[config.mk]
export PLATFORM = sky130hd
export DESIGN_NAME = pwm_single_cnt
export DESIGN_NICKNAME = d
export VERILOG_FILES = /design/src/rtl/pwm_sc_pkg.sv /design/src/rtl/pwm_duty_hold.sv /design/src/rtl/pwm_down_counter.sv /design/src/rtl/pwm_phase_ctrl.sv /design/src/rtl/pwm_single_cnt.sv
export SDC_FILE = /design/constraint.sdc
export NUM_CORES = 1
export LEC_CHECK = 0
export BUFFER_PORTS_ARGS = -buffer_cell sky130_fd_sc_hd__buf_4
export CAP_MARGIN = 15
export CORE_MARGIN = 3
export CORE_UTILIZATION = 50
export DETAILED_ROUTE_END_ITERATION = 7
export GPL_ROUTABILITY_DRIVEN = 0
export PLACE_DENSITY = 0.72
export SLEW_MARGIN = 20
export SYNTH_ARGS = -nofsm -noshare
export SYNTH_HDL_FRONTEND = slang
export SYNTH_HIERARCHICAL = 1
export SYNTH_SLANG_ARGS = --single-unit
[constraint.sdc]
create_clock -name clk -period 6.45 [get_ports clk]
set_input_delay 0 -clock clk [delete_from_list [all_inputs] [get_ports clk]]
set_output_delay 0 -clock clk [all_outputs]
set_load 0.1 [all_outputs]
[src/rtl/pwm_sc_pkg.sv]
package pwm_sc_pkg;

  typedef enum logic [1:0] {
    PH_IDLE = 2'd0,
    PH_ON   = 2'd1,
    PH_OFF  = 2'd2
  } phase_e;

endpackage

[src/rtl/pwm_duty_hold.sv]
module pwm_duty_hold #(
  parameter int DUTY_W = 8
) (
  input  logic              clk,
  input  logic              rst,
  input  logic              capture,
  input  logic [DUTY_W-1:0] duty_i,
  output logic [DUTY_W-1:0] duty_q
);

  // Keeps the word of the current period, so the inverse reload ignores later input changes.
  always_ff @(posedge clk) begin
    if (rst) begin
      duty_q <= '0;
    end else if (capture) begin
      duty_q <= duty_i;
    end
  end

endmodule

[src/rtl/pwm_down_counter.sv]
module pwm_down_counter #(
  parameter int DUTY_W = 8,
  parameter int CNT_W  = DUTY_W
) (
  input  logic              clk,
  input  logic              rst,
  input  logic              load_duty,
  input  logic              load_comp,
  input  logic [DUTY_W-1:0] duty_now,
  input  logic [DUTY_W-1:0] duty_held,
  output logic              cnt_zero
);

  localparam int PAD = CNT_W - DUTY_W;

  logic [CNT_W-1:0] cnt_q;
  logic [CNT_W-1:0] duty_ext;
  logic [CNT_W-1:0] comp_ext;
  logic [DUTY_W-1:0] comp_w;

  assign comp_w = ~duty_held;

  generate
    if (PAD > 0) begin : g_pad
      assign duty_ext = {{PAD{1'b0}}, duty_now};
      assign comp_ext = {{PAD{1'b0}}, comp_w};
    end else begin : g_flat
      assign duty_ext = duty_now[CNT_W-1:0];
      assign comp_ext = comp_w[CNT_W-1:0];
    end
  endgenerate

  always_ff @(posedge clk) begin
    if (rst) begin
      cnt_q <= '0;
    end else if (load_duty) begin
      cnt_q <= duty_ext;
    end else if (load_comp) begin
      cnt_q <= comp_ext;
    end else if (cnt_q != '0) begin
      cnt_q <= cnt_q - 1'b1;
    end
  end

  assign cnt_zero = (cnt_q == '0);

endmodule

[src/rtl/pwm_phase_ctrl.sv]
module pwm_phase_ctrl
  import pwm_sc_pkg::*;
(
  input  logic   clk,
  input  logic   rst,
  input  logic   cnt_zero,
  output logic   load_duty,
  output logic   load_comp,
  output logic   pwm_q,
  output phase_e phase_q
);

  assign load_duty = (phase_q == PH_IDLE) || ((phase_q == PH_OFF) && cnt_zero);
  assign load_comp = (phase_q == PH_ON) && cnt_zero;

  always_ff @(posedge clk) begin
    if (rst) begin
      phase_q <= PH_IDLE;
      pwm_q   <= 1'b0;
    end else if (load_duty) begin
      phase_q <= PH_ON;
      pwm_q   <= 1'b1;
    end else if (load_comp) begin
      phase_q <= PH_OFF;
      pwm_q   <= 1'b0;
    end
  end

endmodule

[src/rtl/pwm_single_cnt.sv]
module pwm_single_cnt
  import pwm_sc_pkg::*;
#(
  parameter int DUTY_W = 8,
  parameter int CNT_W  = DUTY_W
) (
  input  logic              clk,
  input  logic              rst,
  input  logic [DUTY_W-1:0] duty_i,
  output logic              pwm_o,
  output logic              cyc_start_o
);

  logic              load_duty;
  logic              load_comp;
  logic              cnt_zero;
  logic              pwm_q;
  phase_e            phase_q;
  logic [DUTY_W-1:0] duty_q;

  pwm_phase_ctrl u_ctrl (
    .clk       (clk),
    .rst       (rst),
    .cnt_zero  (cnt_zero),
    .load_duty (load_duty),
    .load_comp (load_comp),
    .pwm_q     (pwm_q),
    .phase_q   (phase_q)
  );

  pwm_duty_hold #(.DUTY_W(DUTY_W)) u_hold (
    .clk     (clk),
    .rst     (rst),
    .capture (load_duty),
    .duty_i  (duty_i),
    .duty_q  (duty_q)
  );

  pwm_down_counter #(.DUTY_W(DUTY_W), .CNT_W(CNT_W)) u_cnt (
    .clk       (clk),
    .rst       (rst),
    .load_duty (load_duty),
    .load_comp (load_comp),
    .duty_now  (duty_i),
    .duty_held (duty_q),
    .cnt_zero  (cnt_zero)
  );

  assign pwm_o       = pwm_q;
  assign cyc_start_o = load_duty & ~rst;

endmodule

# ---- Yosys cells after proc, flatten, opt, wreduce, memory -nomap -nowiden
# Index checks and enable logic that the tools add are counted.
dict set report classes {
  div_mod_pow 0
  magnitude_cmp 0
  mux 7
  add_sub_neg 1
  reduce_logical 9
  shifts 0
  eq_ne 2
  n_mul 0
  n_bitwise 3
}
# op n
set ops {}
lappend ops {{$mux W8} 3}
lappend ops {{$logic_not A8 Y1} 1}
lappend ops {{$not A8 Y8} 1}
lappend ops {{$reduce_bool A8 Y1} 1}
lappend ops {{$sub A8 B1 Y8 const B} 1}
lappend ops {{$mux W1} 4}
lappend ops {{$reduce_bool A3 Y1} 1}
lappend ops {{$eq A2 B1 Y1 const B} 1}
lappend ops {{$eq A2 B2 Y1 const B} 1}
lappend ops {{$logic_and A1 B1 Y1} 2}
lappend ops {{$logic_not A2 Y1} 1}
lappend ops {{$reduce_bool A2 Y1} 1}
lappend ops {{$reduce_or A2 Y1} 1}
lappend ops {{$and A1 B1 Y1} 1}
lappend ops {{$logic_or A1 B1 Y1} 1}
lappend ops {{$not A1 Y1} 1}
dict set report totals {
  memories 0
  ff_bits 19
  out_inout_bits 2
  mem_bits_ro 0
  word_cells 27
  latch_bits 0
  input_bits 10
  mem_bits_rw 0
}

# ---- Logic depth before layout (Yosys ltp)
dict set report depth {
  depth_word 4
  ltp_mapped 9
  ltp_nobuf 9
}

# ---- Cells and area by module
# The synthesis kept the hierarchy.
# module cells_per_inst instances seq_area_each_um2 area_per_inst_um2
set modules_own_cells {}
lappend modules_own_cells {pwm_down_counter 69 1 160.2 534.3}
lappend modules_own_cells {pwm_duty_hold 26 1 160.2 285.3}
lappend modules_own_cells {pwm_phase_ctrl 10 1 40.0 96.3}
lappend modules_own_cells {pwm_single_cnt 1 1 0.0 13.8}

# ---- Least setup slack after synthesis
# OpenSTA, ideal clock, no wires.
dict set report synth_timing {
  path_kind {reg2reg}
  startpoint {register u_cnt.cnt_q[2]}
  endpoint {register u_cnt.cnt_q[3]}
  setup_ps 103
  required_ps 6347
  slack_ps 4178
  path_stages_with_launch 9
  path_buffers 0
  t_arrival_ps 2169
  period_less_slack_ps 2272
  path_cell_list {dfxtp_1 -> nor4_1 -> and3_1 -> inv_1 -> a21oi_1 -> nor2_1 -> nand4_1 -> nand2b_1 -> a2111oi_2}
}
dict set report synth_via {
  elab_chain_len 4
  word_cells_on_any_way 10
  classes_between {add/sub (1); mux (3); reduce/logical (6)}
}
# element line_no
set synth_rtl {}
lappend synth_rtl {{from (decl)} pwm_down_counter.sv:16} ;# logic [CNT_W-1:0] cnt_q;
lappend synth_rtl {{from (signal assigned)} pwm_down_counter.sv:37} ;# cnt_q <= duty_ext;
lappend synth_rtl {{from (signal assigned)} pwm_down_counter.sv:39} ;# cnt_q <= comp_ext;
lappend synth_rtl {{from (signal assigned)} pwm_down_counter.sv:41} ;# cnt_q <= cnt_q - 1'b1;
lappend synth_rtl {{$logic_not A8 Y1 *} pwm_down_counter.sv:45} ;# assign cnt_zero = (cnt_q == '0);
lappend synth_rtl {{net cnt_zero} pwm_single_cnt.sv:16} ;# logic cnt_zero;
lappend synth_rtl {{$logic_and A1 B1 Y1 *} pwm_phase_ctrl.sv:13} ;# assign load_duty = (phase_q == PH_IDLE) || ((phase_q == PH_OFF) && cnt_zero);
lappend synth_rtl {{$logic_or A1 B1 Y1 *} pwm_phase_ctrl.sv:13}
lappend synth_rtl {{net load_duty} pwm_single_cnt.sv:14} ;# logic load_duty;
lappend synth_rtl {{$reduce_bool A3 Y1 (no line) or $mux W8 (tied branches)} --}
# The timed path passes the listed nets; every way through them passes the cells marked *. The select of a mux whose other input is x is not followed.
# A chain may end at the register's enable or synchronous reset.

# ---- Worst setup path in the final report
dict set report layout_timing {
  startpoint {register u_cnt.cnt_q[2]}
  endpoint {register u_cnt.cnt_q[4]}
}
dict set report layout_via {
  elab_chain_len 4
  word_cells_on_any_way 10
  classes_between {add/sub (1); mux (3); reduce/logical (6)}
}
# element line_no
set layout_rtl {}
lappend layout_rtl {{$logic_not A8 Y1 *} pwm_down_counter.sv:45}
lappend layout_rtl {{net cnt_zero} pwm_single_cnt.sv:16}
lappend layout_rtl {{$logic_and A1 B1 Y1 *} pwm_phase_ctrl.sv:14} ;# assign load_comp = (phase_q == PH_ON) && cnt_zero;
lappend layout_rtl {{net load_comp} pwm_single_cnt.sv:15} ;# logic load_comp;
lappend layout_rtl {{$mux W8} pwm_down_counter.sv:38} ;# end else if (load_comp) begin
lappend layout_rtl {{$mux W8} pwm_down_counter.sv:36} ;# end else if (load_duty) begin
# Marked as above.

==> reports/qor.csv <==
metric,value,unit
outcome,"complete, no violations",
routed_wl,2050,um
final-max-slew-violation-count,0,
fin_skew,0.006626,ns
cts_num_sinks,18,
design.portCount,12,
floorplan.die.height,48.95,um
placedCellCount,137,
nFillCells,120,
antenna_violating_nets_left,0,
grt_util_all_layers,18.43,%
worstPathArrival,2.87,ns
die_w,48.95,um
finalCoreUtilization,72.59,%
setup-violations-final,0,
yosysWarnings,6,
diodes,0,
cp.required,6.65,ns
final_cells,152,
max_freq,0.3748,GHz
floorplan.initialDensity,57.22,%
syn_area_per_cell,8.782,sq um
grt_setup_unrepaired,no,
clockRootBuffer,clkbuf_4,
congestion_overflow_gr,0,
global_route.usage.met3,4.281,%
hpwl,1357,um
minimum_setup_slack_after_placement,3.856,ns
cts_resized,0,
powerDensity,473.4,mW/mm^2
cts.clk_slew.worst_paths,0.11,ns
worstSkewPairLatency,0.29,ns
layout-area-overhead-vs-synth,26.87,%
cts_setup_buffers,0,
p_leak,0.5143,nW
number_of_global_route_vias_before_repair,781,
min_period_over_period,41.36,%
postSynthNetCount,117,
worstSetupStartpointType,flop,
worstSetupEndpointType,flop,
drcViolationCount,0,
grt_antenna_before_repair,0,
cap_viol_max_count,0,
holdCritPathClass,flop to flop,
dr.first_iter.drc_count,19,
final.setup.tns,0,ns
detailedRoute.firstPassIterationCount,4,
synth_area,922.1,sq um
path_class,flop to flop,
busiest_layer,met2,
grt_first_pass_wirelength,3456,um
final_nets,141,
layout_setup_ws,3.782,ns
cts_hold_buffers,11,
finalPower,0.5539,mW
maximum_fanout_along_the_worst_path,14,
finalHoldViolCount,0,
core_area,0.001612,sq mm
cts_tree,yes,
proportion_of_layout_cells_with_a_drive_suffix_above_1,17.19,%
max_slew.worst_pin.slew,0.5411,ns
vdd.ir_drop.worst,258.1,uV
synthesis.instances,105,
grt_max_degree,26,
period_needed,2.668,ns
layout_commonest_cell,dfxtp_1,
num_rows,14,
clk_path_buf_depth,2,
htree_num_levels,1,
cts_buffers,3,
maxSlewHeadroom,63.60,%
die_area,0.002396,sq mm
viasPerCell,5.474,
wire_per_inst,13.49,um
num_vias,832,
globalRouteMet1Util,24.30,%
grt.met2_usage,28.73,%
buffer_ports.inserted,11,
final_cell_mix,"dfxtp_1 (18), nor2_1 (16), buf_4 (12), dlygate4sd3_1 (11), mux2i_1 (9)",
==> cell type report <==
| type | instances | area (sq um) | share of cell area [%] |
|---|---|---|---|
| well taps | 24 | 30.03 | 2.567 |
| flip-flops and latches | 18 | 360.3 | 30.80 |
| clock buffers | 4 | 36.28 | 3.102 |
| inverters | 5 | 18.77 | 1.604 |
| repair buffers | 23 | 200.2 | 17.11 |
| multi-input cells | 78 | 524.3 | 44.81 |
==> path summary, 6_finish.rpt <==
| kind | startpoint | cells past startpoint | to | slack [ns] |
|---|---|---|---|---|
| worst min register to register | u_hold/duty_q[3]$_SDFFE_PP0P_ | 1 | u_cnt/cnt_q[3]$_SDFFE_PP0P_ | 0.48 |
| worst max register to register | u_cnt/cnt_q[2]$_SDFFE_PP0P_ | 7 | u_cnt/cnt_q[4]$_SDFFE_PP0P_ | 3.78 |
| worst min-delay path | u_hold/duty_q[3]$_SDFFE_PP0P_ | 1 | u_cnt/cnt_q[3]$_SDFFE_PP0P_ | 0.48 |
| worst max-delay path | u_cnt/cnt_q[2]$_SDFFE_PP0P_ | 7 | u_cnt/cnt_q[4]$_SDFFE_PP0P_ | 3.78 |
==> stage by stage <==
stage | hold WS [ns] | cell area (sq um)
final | 0.4811 | 1170
after global routing | 0.5034 | 1170
after CTS | 0.4820 | 1170
after detailed placement | 0.2607 | 1023
after global placement | 0.2448 | 1023
after floorplan | 0.06972 | 922.1
==> registers in the layout (all words and copies together), names as in the netlist <==
name / flops
u_ctrl/phase_q: 2
u_hold/duty_q: 8
u_cnt/cnt_q: 8
==> where the power goes <==
group | leakage [nW] | switching [mW] | internal, mW
Combinational | 0.344 | 0.170 | 0.128
Sequential | 0.149 | 0.0377 | 0.149
Clock | 0.0210 | 0.0342 | 0.0344
==> worst max-delay path, cell delays in order (launching register included) <==
cell and delay, ns:
dfxtp_1 0.37, nor4_1 0.53, and3_1 0.32, and3b_1 0.51, nor2_1 0.18, nand4_1 0.21, nand2b_1 0.21, a211oi_1 0.24
==> routing by layer <==
layer,routed length [um],share of wire (%)
met5,0,0
met4,10,0.49
met3,96,4.7
met2,945,46
met1,998,49
No activity file was read; power rests on OpenSTA's default activity.
